File: src/rtl/agr_pkg.sv
package agr_pkg;

    localparam int DATA_W = 32;
    localparam int LANES  = DATA_W / 8;

    localparam logic RESP_OKAY  = 1'b0;
    localparam logic RESP_ERROR = 1'b1;

    // per-register attributes; sizes[k] set means hsize==k is accepted
    typedef struct packed {
        logic       ro;
        logic       priv;
        logic [2:0] sizes;
    } reg_attr_t;

    typedef enum logic {
        RS_IDLE     = 1'b0,
        RS_ERR_TAIL = 1'b1
    } rsp_state_e;

    function automatic reg_attr_t attr_of(input int unsigned idx);
        reg_attr_t a;
        case (idx % 32'd8)
            32'd0:   a = '{ro: 1'b0, priv: 1'b0, sizes: 3'b111};
            32'd1:   a = '{ro: 1'b1, priv: 1'b0, sizes: 3'b111};
            32'd2:   a = '{ro: 1'b0, priv: 1'b0, sizes: 3'b001};
            32'd3:   a = '{ro: 1'b0, priv: 1'b1, sizes: 3'b100};
            32'd4:   a = '{ro: 1'b1, priv: 1'b1, sizes: 3'b111};
            32'd5:   a = '{ro: 1'b0, priv: 1'b0, sizes: 3'b110};
            32'd6:   a = '{ro: 1'b0, priv: 1'b1, sizes: 3'b111};
            default: a = '{ro: 1'b1, priv: 1'b0, sizes: 3'b100};
        endcase
        return a;
    endfunction

    function automatic logic [DATA_W-1:0] reset_of(input int unsigned idx);
        logic [DATA_W-1:0] v;
        v = 32'h5A00_0000 | (32'(idx & 32'hFF) << 8) | 32'(idx & 32'hFF);
        return v;
    endfunction

    function automatic logic [LANES-1:0] lane_mask(input logic [2:0] size,
                                                   input logic [1:0] off);
        logic [LANES-1:0] m;
        case (size)
            3'd0:    m = 4'b0001 << off;
            3'd1:    m = off[1] ? 4'b1100 : 4'b0011;
            default: m = 4'b1111;
        endcase
        return m;
    endfunction

    function automatic logic size_ok(input reg_attr_t a, input logic [2:0] size);
        return (size <= 3'd2) && a.sizes[size[1:0]];
    endfunction

endpackage

File: src/rtl/agr_addr_phase.sv
module agr_addr_phase #(
    parameter int ADDR_W = 12,
    parameter int IDX_W  = 3
) (
    input  logic              clk,
    input  logic              rst,
    input  logic              hsel,
    input  logic [1:0]        htrans,
    input  logic [ADDR_W-1:0] haddr,
    input  logic              hwrite,
    input  logic [2:0]        hsize,
    input  logic [3:0]        hprot,
    input  logic              hready_in,
    output logic              ph_valid,
    output logic              ph_write,
    output logic [IDX_W-1:0]  ph_idx,
    output logic [2:0]        ph_size,
    output logic [1:0]        ph_off,
    output logic              ph_priv
);
    logic unused_bits;
    assign unused_bits = ^{haddr[ADDR_W-1:IDX_W+2], hprot[3:2], hprot[0]};

    always_ff @(posedge clk) begin
        if (rst) begin
            ph_valid <= 1'b0;
            ph_write <= 1'b0;
            ph_idx   <= '0;
            ph_size  <= '0;
            ph_off   <= '0;
            ph_priv  <= 1'b0;
        end else if (hready_in) begin
            ph_valid <= hsel && htrans[1];
            ph_write <= hwrite;
            ph_idx   <= haddr[IDX_W+1:2];
            ph_size  <= hsize;
            ph_off   <= haddr[1:0];
            ph_priv  <= hprot[1];
        end
    end
endmodule

File: src/rtl/agr_attr_check.sv
module agr_attr_check
    import agr_pkg::*;
#(
    parameter int NUM_REGS = 8,
    parameter int IDX_W    = 3
) (
    input  logic             ph_valid,
    input  logic             ph_write,
    input  logic [IDX_W-1:0] ph_idx,
    input  logic [2:0]       ph_size,
    input  logic             ph_priv,
    output logic             reject
);
    localparam int SLOTS = 2 ** IDX_W;

    reg_attr_t attr_tab [SLOTS];
    logic      present  [SLOTS];

    for (genvar g = 0; g < SLOTS; g++) begin : g_tab
        if (g < NUM_REGS) begin : g_real
            assign attr_tab[g] = attr_of(g);
            assign present[g]  = 1'b1;
        end else begin : g_hole
            assign attr_tab[g] = '{ro: 1'b1, priv: 1'b1, sizes: 3'b000};
            assign present[g]  = 1'b0;
        end
    end

    reg_attr_t cur;
    logic      bad_ro, bad_size, bad_priv, bad_hole;

    always_comb begin
        cur      = attr_tab[ph_idx];
        bad_hole = !present[ph_idx];
        bad_ro   = ph_write && cur.ro;
        bad_size = !size_ok(cur, ph_size);
        bad_priv = cur.priv && !ph_priv;
        reject   = ph_valid && (bad_hole || bad_ro || bad_size || bad_priv);
    end
endmodule

File: src/rtl/agr_resp_ctrl.sv
module agr_resp_ctrl
    import agr_pkg::*;
(
    input  logic clk,
    input  logic rst,
    input  logic ph_valid,
    input  logic reject,
    output logic hreadyout,
    output logic hresp,
    output logic data_go
);
    rsp_state_e state_q, state_d;

    always_comb begin
        state_d   = RS_IDLE;
        hreadyout = 1'b1;
        hresp     = RESP_OKAY;
        data_go   = 1'b0;
        case (state_q)
            RS_IDLE: begin
                if (ph_valid && reject) begin
                    hreadyout = 1'b0;
                    hresp     = RESP_ERROR;
                    state_d   = RS_ERR_TAIL;
                end else begin
                    data_go = ph_valid;
                end
            end
            RS_ERR_TAIL: begin
                hresp   = RESP_ERROR;
                state_d = RS_IDLE;
            end
            default: state_d = RS_IDLE;
        endcase
    end

    always_ff @(posedge clk) begin
        if (rst) state_q <= RS_IDLE;
        else     state_q <= state_d;
    end
endmodule

File: src/rtl/agr_reg_bank.sv
module agr_reg_bank
    import agr_pkg::*;
#(
    parameter int NUM_REGS = 8,
    parameter int IDX_W    = 3
) (
    input  logic                       clk,
    input  logic                       rst,
    input  logic                       wr_en,
    input  logic [IDX_W-1:0]           wr_idx,
    input  logic [LANES-1:0]           wr_strb,
    input  logic [DATA_W-1:0]          wr_data,
    input  logic [IDX_W-1:0]           rd_idx,
    output logic [DATA_W-1:0]          rd_data,
    output logic [NUM_REGS*DATA_W-1:0] regs_flat
);
    localparam int SLOTS = 2 ** IDX_W;

    logic [DATA_W-1:0] rd_arr [SLOTS];

    for (genvar g = 0; g < SLOTS; g++) begin : g_reg
        if (g < NUM_REGS) begin : g_real
            localparam reg_attr_t        A  = attr_of(g);
            localparam logic [DATA_W-1:0] RV = reset_of(g);
            if (A.ro) begin : g_const
                assign rd_arr[g] = RV;
            end else begin : g_store
                logic [DATA_W-1:0] q;
                logic              hit;
                assign hit = wr_en && (wr_idx == IDX_W'(g));
                always_ff @(posedge clk) begin
                    if (rst) begin
                        q <= RV;
                    end else if (hit) begin
                        for (int l = 0; l < LANES; l++) begin
                            if (wr_strb[l]) q[8*l +: 8] <= wr_data[8*l +: 8];
                        end
                    end
                end
                assign rd_arr[g] = q;
            end
            assign regs_flat[g*DATA_W +: DATA_W] = rd_arr[g];
        end else begin : g_hole
            assign rd_arr[g] = '0;
        end
    end

    assign rd_data = rd_arr[rd_idx];
endmodule

File: src/rtl/ahb_guarded_regs.sv
module ahb_guarded_regs
    import agr_pkg::*;
#(
    parameter int NUM_REGS = 8,
    parameter int ADDR_W   = 12
) (
    input  logic              clk,
    input  logic              rst,
    input  logic              hsel,
    input  logic [1:0]        htrans,
    input  logic [ADDR_W-1:0] haddr,
    input  logic              hwrite,
    input  logic [2:0]        hsize,
    input  logic [3:0]        hprot,
    input  logic [31:0]       hwdata,
    input  logic              hready_in,
    output logic [31:0]       hrdata,
    output logic              hreadyout,
    output logic              hresp
);
    localparam int IDX_W = (NUM_REGS > 1) ? $clog2(NUM_REGS) : 1;

    logic              ph_valid, ph_write, ph_priv;
    logic [IDX_W-1:0]  ph_idx;
    logic [2:0]        ph_size;
    logic [1:0]        ph_off;
    logic              reject, data_go;
    logic [DATA_W-1:0] rd_data;
    logic [NUM_REGS*DATA_W-1:0] regs_flat;

    agr_addr_phase #(.ADDR_W(ADDR_W), .IDX_W(IDX_W)) u_addr (
        .clk(clk), .rst(rst), .hsel(hsel), .htrans(htrans), .haddr(haddr),
        .hwrite(hwrite), .hsize(hsize), .hprot(hprot), .hready_in(hready_in),
        .ph_valid(ph_valid), .ph_write(ph_write), .ph_idx(ph_idx),
        .ph_size(ph_size), .ph_off(ph_off), .ph_priv(ph_priv)
    );

    agr_attr_check #(.NUM_REGS(NUM_REGS), .IDX_W(IDX_W)) u_check (
        .ph_valid(ph_valid), .ph_write(ph_write), .ph_idx(ph_idx),
        .ph_size(ph_size), .ph_priv(ph_priv), .reject(reject)
    );

    agr_resp_ctrl u_resp (
        .clk(clk), .rst(rst), .ph_valid(ph_valid), .reject(reject),
        .hreadyout(hreadyout), .hresp(hresp), .data_go(data_go)
    );

    agr_reg_bank #(.NUM_REGS(NUM_REGS), .IDX_W(IDX_W)) u_bank (
        .clk(clk), .rst(rst),
        .wr_en(data_go && ph_write), .wr_idx(ph_idx),
        .wr_strb(lane_mask(ph_size, ph_off)), .wr_data(hwdata),
        .rd_idx(ph_idx), .rd_data(rd_data), .regs_flat(regs_flat)
    );

    assign hrdata = (data_go && !ph_write) ? rd_data : '0;
endmodule

File: config.mk
export PLATFORM = sky130hd
export DESIGN_NAME = ahb_guarded_regs
export DESIGN_NICKNAME = d
export VERILOG_FILES = /design/src/rtl/agr_pkg.sv /design/src/rtl/agr_addr_phase.sv /design/src/rtl/agr_attr_check.sv /design/src/rtl/agr_resp_ctrl.sv /design/src/rtl/agr_reg_bank.sv /design/src/rtl/ahb_guarded_regs.sv
export SDC_FILE = /design/constraint.sdc
export NUM_CORES = 1
export LEC_CHECK = 0
export CAP_MARGIN = 25
export CORE_MARGIN = 5
export CORE_UTILIZATION = 55
export CTS_BUF_LIST = sky130_fd_sc_hd__clkbuf_8 sky130_fd_sc_hd__clkbuf_16
export DETAILED_ROUTE_END_ITERATION = 8
export PLACE_DENSITY = 0.78
export SLEW_MARGIN = 0
export SYNTH_ARGS = -nofsm -noshare
export SYNTH_HDL_FRONTEND = slang
export SYNTH_SLANG_ARGS = --single-unit
File: constraint.sdc
create_clock -name clk -period 9.2 [get_ports clk]
set_clock_uncertainty 0.2 [all_clocks]
set_input_delay 2.3 -clock clk [delete_from_list [all_inputs] [get_ports clk]]
set_output_delay 2.3 -clock clk [all_outputs]
set_load 0.05 [all_outputs]
# ---- Word-level counts from Yosys, hierarchy flattened
# Memory sizes are Yosys's and may differ from the RTL's.
# Cells that the tools add are included.
dict set report op_classes {
  n_mux 19
  eq_ne 5
  shift 1
  magnitude_cmp 3
  bitwise_logic 2
  reduce_logical 42
}
# operator count
set ops {}
lappend ops {{32-bit binary-select mux with 3-bit select} 1}
lappend ops {{32-bit two-way mux} 3}
lappend ops {{2-bit AND reduction} 20}
lappend ops {{1-bit logical AND} 13}
lappend ops {{5-bit two-way mux} 2}
lappend ops {{1-bit two-way mux} 8}
lappend ops {{4-bit case mux with 2 select lines} 1}
lappend ops {{3-bit by 2-bit equality test with 1-bit output (second input constant)} 2}
lappend ops {{3-bit equality test (second input constant)} 2}
lappend ops {{3-bit zero test} 2}
lappend ops {{4-bit greater-or-equal comparator (second input constant)} 1}
lappend ops {{1-bit zero test} 4}
lappend ops {{4-bit two-way mux} 1}
lappend ops {{3-bit NOT with 4-bit output} 1}
lappend ops {{1-bit case mux with 2 select lines} 2}
lappend ops {{1-bit by 2-bit left shift with 4-bit output (first input constant)} 1}
lappend ops {{3-bit by 1-bit equality test with 1-bit output (second input constant)} 1}
lappend ops {{3-bit by 2-bit less-or-equal comparator with 1-bit output (second input constant)} 1}
lappend ops {{1-bit logical OR} 3}
lappend ops {{2-bit by 3-bit < comparator with 1-bit output (second input constant)} 1}
lappend ops {{1-bit binary-select mux with 2-bit select} 1}
lappend ops {{1-bit NOT} 1}
dict set report totals {
  mem_count 2
  romBits 48
  regBits 172
  out_inout_bits 34
}
# memory depth width read_ports rd_clocked_by_memory_dff write_ports line
set mem_list {}
lappend mem_list {{(name not given)} 8 5 1 0 0 agr_attr_check.sv:33} ;# cur = attr_tab[ph_idx];
lappend mem_list {{(name not given)} 8 1 1 0 0 agr_attr_check.sv:34} ;# bad_hole = !present[ph_idx];

# ---- Depth between registers and ports, before layout
dict set report depth {
  ltp_word 17
  depth_mapped 9
  depth_no_buf 7
}

# ---- Modules after synthesis
# A second synthesis with hierarchy kept.
dict set report unflattened {
  hier_cells 965
  area_unflattened_um2 9270.1
}
# module seq_area_each_um2 cells_per_inst area_per_inst_um2 instances
set by_module_without_submodules {}
lappend by_module_without_submodules {agr_reg_bank 3203.1 861 8355.5 1}
lappend by_module_without_submodules {agr_addr_phase 220.2 36 397.9 1}
lappend by_module_without_submodules {ahb_guarded_regs 0.0 45 319.1 1}
lappend by_module_without_submodules {agr_attr_check 0.0 18 141.4 1}
lappend by_module_without_submodules {agr_resp_ctrl 20.0 5 56.3 1}

# ---- Least setup slack after synthesis
# Ideal clock, no wire load.
dict set report synth_path {
  path_type {flip-flop to output port}
  start {register u_addr.ph_idx[0]}
  end {output hrdata[11]}
  path_stages_with_launch 10
  path_buffers 2
  setup_slack_ns 3.366
  arrival_time_ns 3.334
  path_cell_list {dfxtp_1 > clkinv_1 > clkbuf_1 > ha_1 > nor2b_1 > a221o_1 > a221oi_4 > nand3b_1 > buf_2 > nor3_1}
}
dict set report synth_via {
  elab_chain_cells 16
  elab_cells_between_ends 26
}
# element line
set synth_lines {}
lappend synth_lines {{start, declared} agr_addr_phase.sv:16} ;# output logic [IDX_W-1:0] ph_idx,
lappend synth_lines {{start signal, assigned} agr_addr_phase.sv:35} ;# ph_idx <= haddr[IDX_W+1:2];
lappend synth_lines {{3-bit NOT with 4-bit output (not written as such) *} {agr_attr_check.sv:33, agr_attr_check.sv:34, agr_reg_bank.sv:48}}
lappend synth_lines {{memory 8 x 5 bit} --}
lappend synth_lines {{5-bit two-way mux (not written as such) (2 in a row)} agr_attr_check.sv:33}
lappend synth_lines {{1-bit binary-select mux with 2-bit select} agr_pkg.sv:54} ;# return (size <= 3'd2) && a.sizes[size[1:0]];
lappend synth_lines {{1-bit two-way mux (not written as such)} agr_pkg.sv:54}
lappend synth_lines {{1-bit logical AND} agr_pkg.sv:54}
lappend synth_lines {{1-bit zero test} agr_attr_check.sv:36} ;# bad_size = !size_ok(cur, ph_size);
lappend synth_lines {{1-bit logical OR (2 in a row)} agr_attr_check.sv:38} ;# reject = ph_valid && (bad_hole || bad_ro || bad_size || bad_priv);
lappend synth_lines {{1-bit logical AND} agr_attr_check.sv:38}
lappend synth_lines {{1-bit logical AND} agr_resp_ctrl.sv:21} ;# if (ph_valid && reject) begin
lappend synth_lines {{1-bit two-way mux} agr_resp_ctrl.sv:21}
lappend synth_lines {{1-bit two-way mux} agr_resp_ctrl.sv:19} ;# case (state_q)
lappend synth_lines {{1-bit logical AND} ahb_guarded_regs.sv:55} ;# assign hrdata = (data_go && !ph_write) ? rd_data : '0;
lappend synth_lines {{32-bit two-way mux *} ahb_guarded_regs.sv:55}
lappend synth_lines {{end, declared} ahb_guarded_regs.sv:17} ;# output logic [31:0] hrdata,
# Mark *: on every way between the ends. The rest lies on a longest branch, timed or not. The select of a mux whose other input is x is not followed.

# ---- Final worst setup path
dict set report layout_path {
  start {register u_addr.ph_idx[0]}
  end {output hrdata[24]}
}
# The elaborated chain is that of the path after synthesis.

==> results.py <==
metrics = {
    "outcome": {
        "status": "complete, no violations",
    },
    "worst_setup_path": {
        "startpoint_type": "flop",
        "criticalPathCategory": "flop to output pin",
        "end_kind": "output pin",
        "cp.required_ns": 6.70,
        "worstPathMaxFanout": 24,
        "critPathArrivalTime_ns": 5.59,
    },
    "grt": {
        "grt_max_degree": 147,
        "grt_antenna_before_repair": 0,
        "grt_pass1_wl_um": 33800,
        "first_global_vias": 6447,
        "track_usage": 0.235,
        "grt-ovfl-total": 0,
    },
    "floorplan": {
        "ios": 92,
        "rows": 45,
        "die-area_um2": 17900,
        "core_area_um2": 15100,
        "die_height_um": 134,
        "die_w_um": 134,
        "initial_core_util": 0.557,
    },
    "timing": {
        "final-setup-viol-count": 0,
        "maxSlewViolCount": 0,
        "fin_setup_tns_ns": 0,
        "grt_setup_unrepaired": "no",
        "hold_viol": 0,
        "fin_ws_ns": 1.11,
        "fin_crit_ns": 8.09,
        "worstMarginPinSlew_ns": 1.06,
        "max_slew_margin": 0.290,
        "final.period_utilization": 0.879,
        "fmax_ghz": 0.124,
        "timing.hold.ws_ns": 0.274,
    },
    "clock_tree": {
        "cts_tree": "done",
        "cts_max_path_buffers": 2,
        "cts_setup_buffers": 0,
        "postCtsHoldBufs": 0,
        "cts_max_level": 4,
        "clk_latency_ns": 0.43,
        "cts_resized": 0,
        "cts_root_buf": "clkbuf_16",
        "path_clk_slew_ns": 0.07,
        "numCtsBuffers": 17,
        "clock-sinks": 172,
    },
    "worst_hold_path": {
        "hold_path.class": "flop to flop",
    },
    "yosys": {
        "synth.distinct_cells": 39,
        "synthTopCellsByCount": "mux2i_1 (176), dfxtp_1 (172), nand2b_1 (157), nor2_1 (70)",
        "synth-seq-cells": 172,
        "synth.most_common_cell": "mux2i_1",
        "ys_top_cells_by_area": "dfxtp_1 (41%), mux2i_1 (21%), nand2b_1 (12%)",
        "ys.flop_type": "dfxtp_1",
        "yosysTopAreaCellShare": 0.410,
        "syn_inst": 834,
        "avgSynthCellArea_um2": 10.1,
        "synth-edff-count": 0,
        "yosysTopAreaCell": "dfxtp_1",
        "async_flop_share": 0,
        "yosysSeqAreaShare": 0.410,
        "syn-cell-area_um2": 8400,
        "ys_warn_count": 0,
        "syn_nets": 898,
    },
    "power": {
        "p_clk_frac": 0.440,
        "peakVddDrop_uv": 130,
        "power_density_nw_per_um2": 163,
        "p_leak_uw": 0.00419,
        "switching_power_uw": 406,
        "seq_power_share": 0.467,
        "p_int_uw": 1210,
        "power_uw": 1610,
        "p_sw_frac": 0.252,
        "p_comb_frac": 0.092,
    },
    "placement": {
        "hpwl_um": 13300,
        "dp_slack_ns": 1.65,
        "port_buffers": 80,
        "gp_congestion": 0.808,
    },
    "finish": {
        "diodes": 0,
        "seq_area_um2": 3440,
        "areaGrowthSynthToFinish_pct": 17.5,
        "num-nets-final": 950,
        "final_core_util": 0.654,
        "layout-drive-gt1-share": 0.104,
        "fillers": 1164,
        "multiInputGateArea_um2": 4690,
    },
    "detailed_routing": {
        "drcViolationCount": 0,
        "post_drt_via_cell_ratio": 5.92,
        "wirelength_um": 21000,
        "wl_per_cell_um": 19.4,
        "dr.pass1.iters": 5,
        "drtAntennaViolNets": 0,
        "drtIter0Drc": 459,
        "vias": 6427,
    },
    "job": {
        "maxCapViolCount": 0,
    },
}
## per-layer routing
metal	global-route usage	share of wire
met5	0	0
met4	0.0691	0.015
met3	0.0536	0.051
met2	0.396	0.49
met1	0.304	0.44
## registers in the layout (all words and copies together), names as in the netlist
signal and cells:
u_addr.ph_off 2, u_addr.ph_idx 3, u_bank.g.g_real.g_store.q 160, u_resp.state_q 1, u_addr.ph_priv 1, u_addr.ph_size 3, u_addr.ph_write 1, u_addr.ph_valid 1
## through the flow
stage | area, um2 | instances
6_report | 9870 | 1086
5_1_grt | 9870 | 1086
4_1_cts | 9850 | 1085
3_5_place_dp | 9270 | 1054
3_3_place_gp | 9270 | 1054
2_1_floorplan | 8400 | 834
## final timing paths
check | start | to | slack [ns] | depth (start not counted)
min reg2reg | u_bank.g_reg[6].g_real.g_store.q[3]$_SDFFE_PP0P_ | u_bank.g_reg[6].g_real.g_store.q[3]$_SDFFE_PP0P_ | 0.27 | 2
max reg2reg | u_addr.ph_idx[0]$_SDFFE_PP0P_ | u_bank.g_reg[2].g_real.g_store.q[24]$_SDFFE_PP0P_ | 4.35 | 8
max | u_addr.ph_idx[0]$_SDFFE_PP0P_ | hrdata[24] | 1.11 | 9
min | u_bank.g_reg[6].g_real.g_store.q[3]$_SDFFE_PP0P_ | u_bank.g_reg[6].g_real.g_store.q[3]$_SDFFE_PP0P_ | 0.27 | 2
## kinds of logic (layout without fill, tap and decap cells)
group           count (synthesis)  after routing  share of synthesized area
buf+inv                        64            128                     0.0319
mux                           204            204                      0.247
simple gates                  304            304                      0.221
fa+ha+maj                       6              6                    0.00893
flops                         172            172                      0.410
compound gates                 84             84                     0.0810
## layout make-up
| class | count | share of cell area |
|---|---|---|
| Timing Repair Buffer | 92 | 0.0920 |
| Multi-Input combinational cell | 598 | 0.475 |
| Inverter | 5 | 0.00190 |
| Clock inverter | 14 | 0.0151 |
| Tap cell | 188 | 0.0238 |
| Sequential cell | 172 | 0.349 |
| Clock buffer | 17 | 0.0431 |
## power by group through the flow
stage | registers, uW | clock network, uW | logic [uW]
2_1_floorplan | 767 | 0 | 102
3_3_place_gp | 770 | 0 | 143
3_5_place_dp | 770 | 0 | 147
4_1_cts | 753 | 717 | 148
5_1_grt | 753 | 748 | 159
6_report | 753 | 710 | 149
## placed cells by master, fill, tap and decap left out, drive strengths merged, types with 4 or more instances in the layout
| cell | n |
|---|---|
| a21oi | 13 |
| a221oi | 45 |
| and3 | 9 |
| buf | 13 |
| clkbuf | 17 |
| clkdlybuf4s50 | 79 |
| clkinv | 6 |
| clkinvlp | 5 |
| dfxtp | 172 |
| ha | 6 |
| inv | 6 |
| mux2 | 28 |
| mux2i | 176 |
| nand2 | 14 |
| nand2b | 157 |
| nand3 | 18 |
| nor2 | 70 |
| nor3 | 25 |
| o21ai | 4 |
| o221ai | 11 |
## critical path, cell delays in order (launching register included)
cell	delay, ns
dfxtp_1	1.02
clkinv_1	0.88
ha_1	0.46
nor2b_1	0.13
a221o_1	0.42
a221oi_4	0.23
nand3b_1	0.39
buf_4	0.39
nor3_1	0.33
clkdlybuf4s50_1	0.87
(Power assumes the default switching activity.)
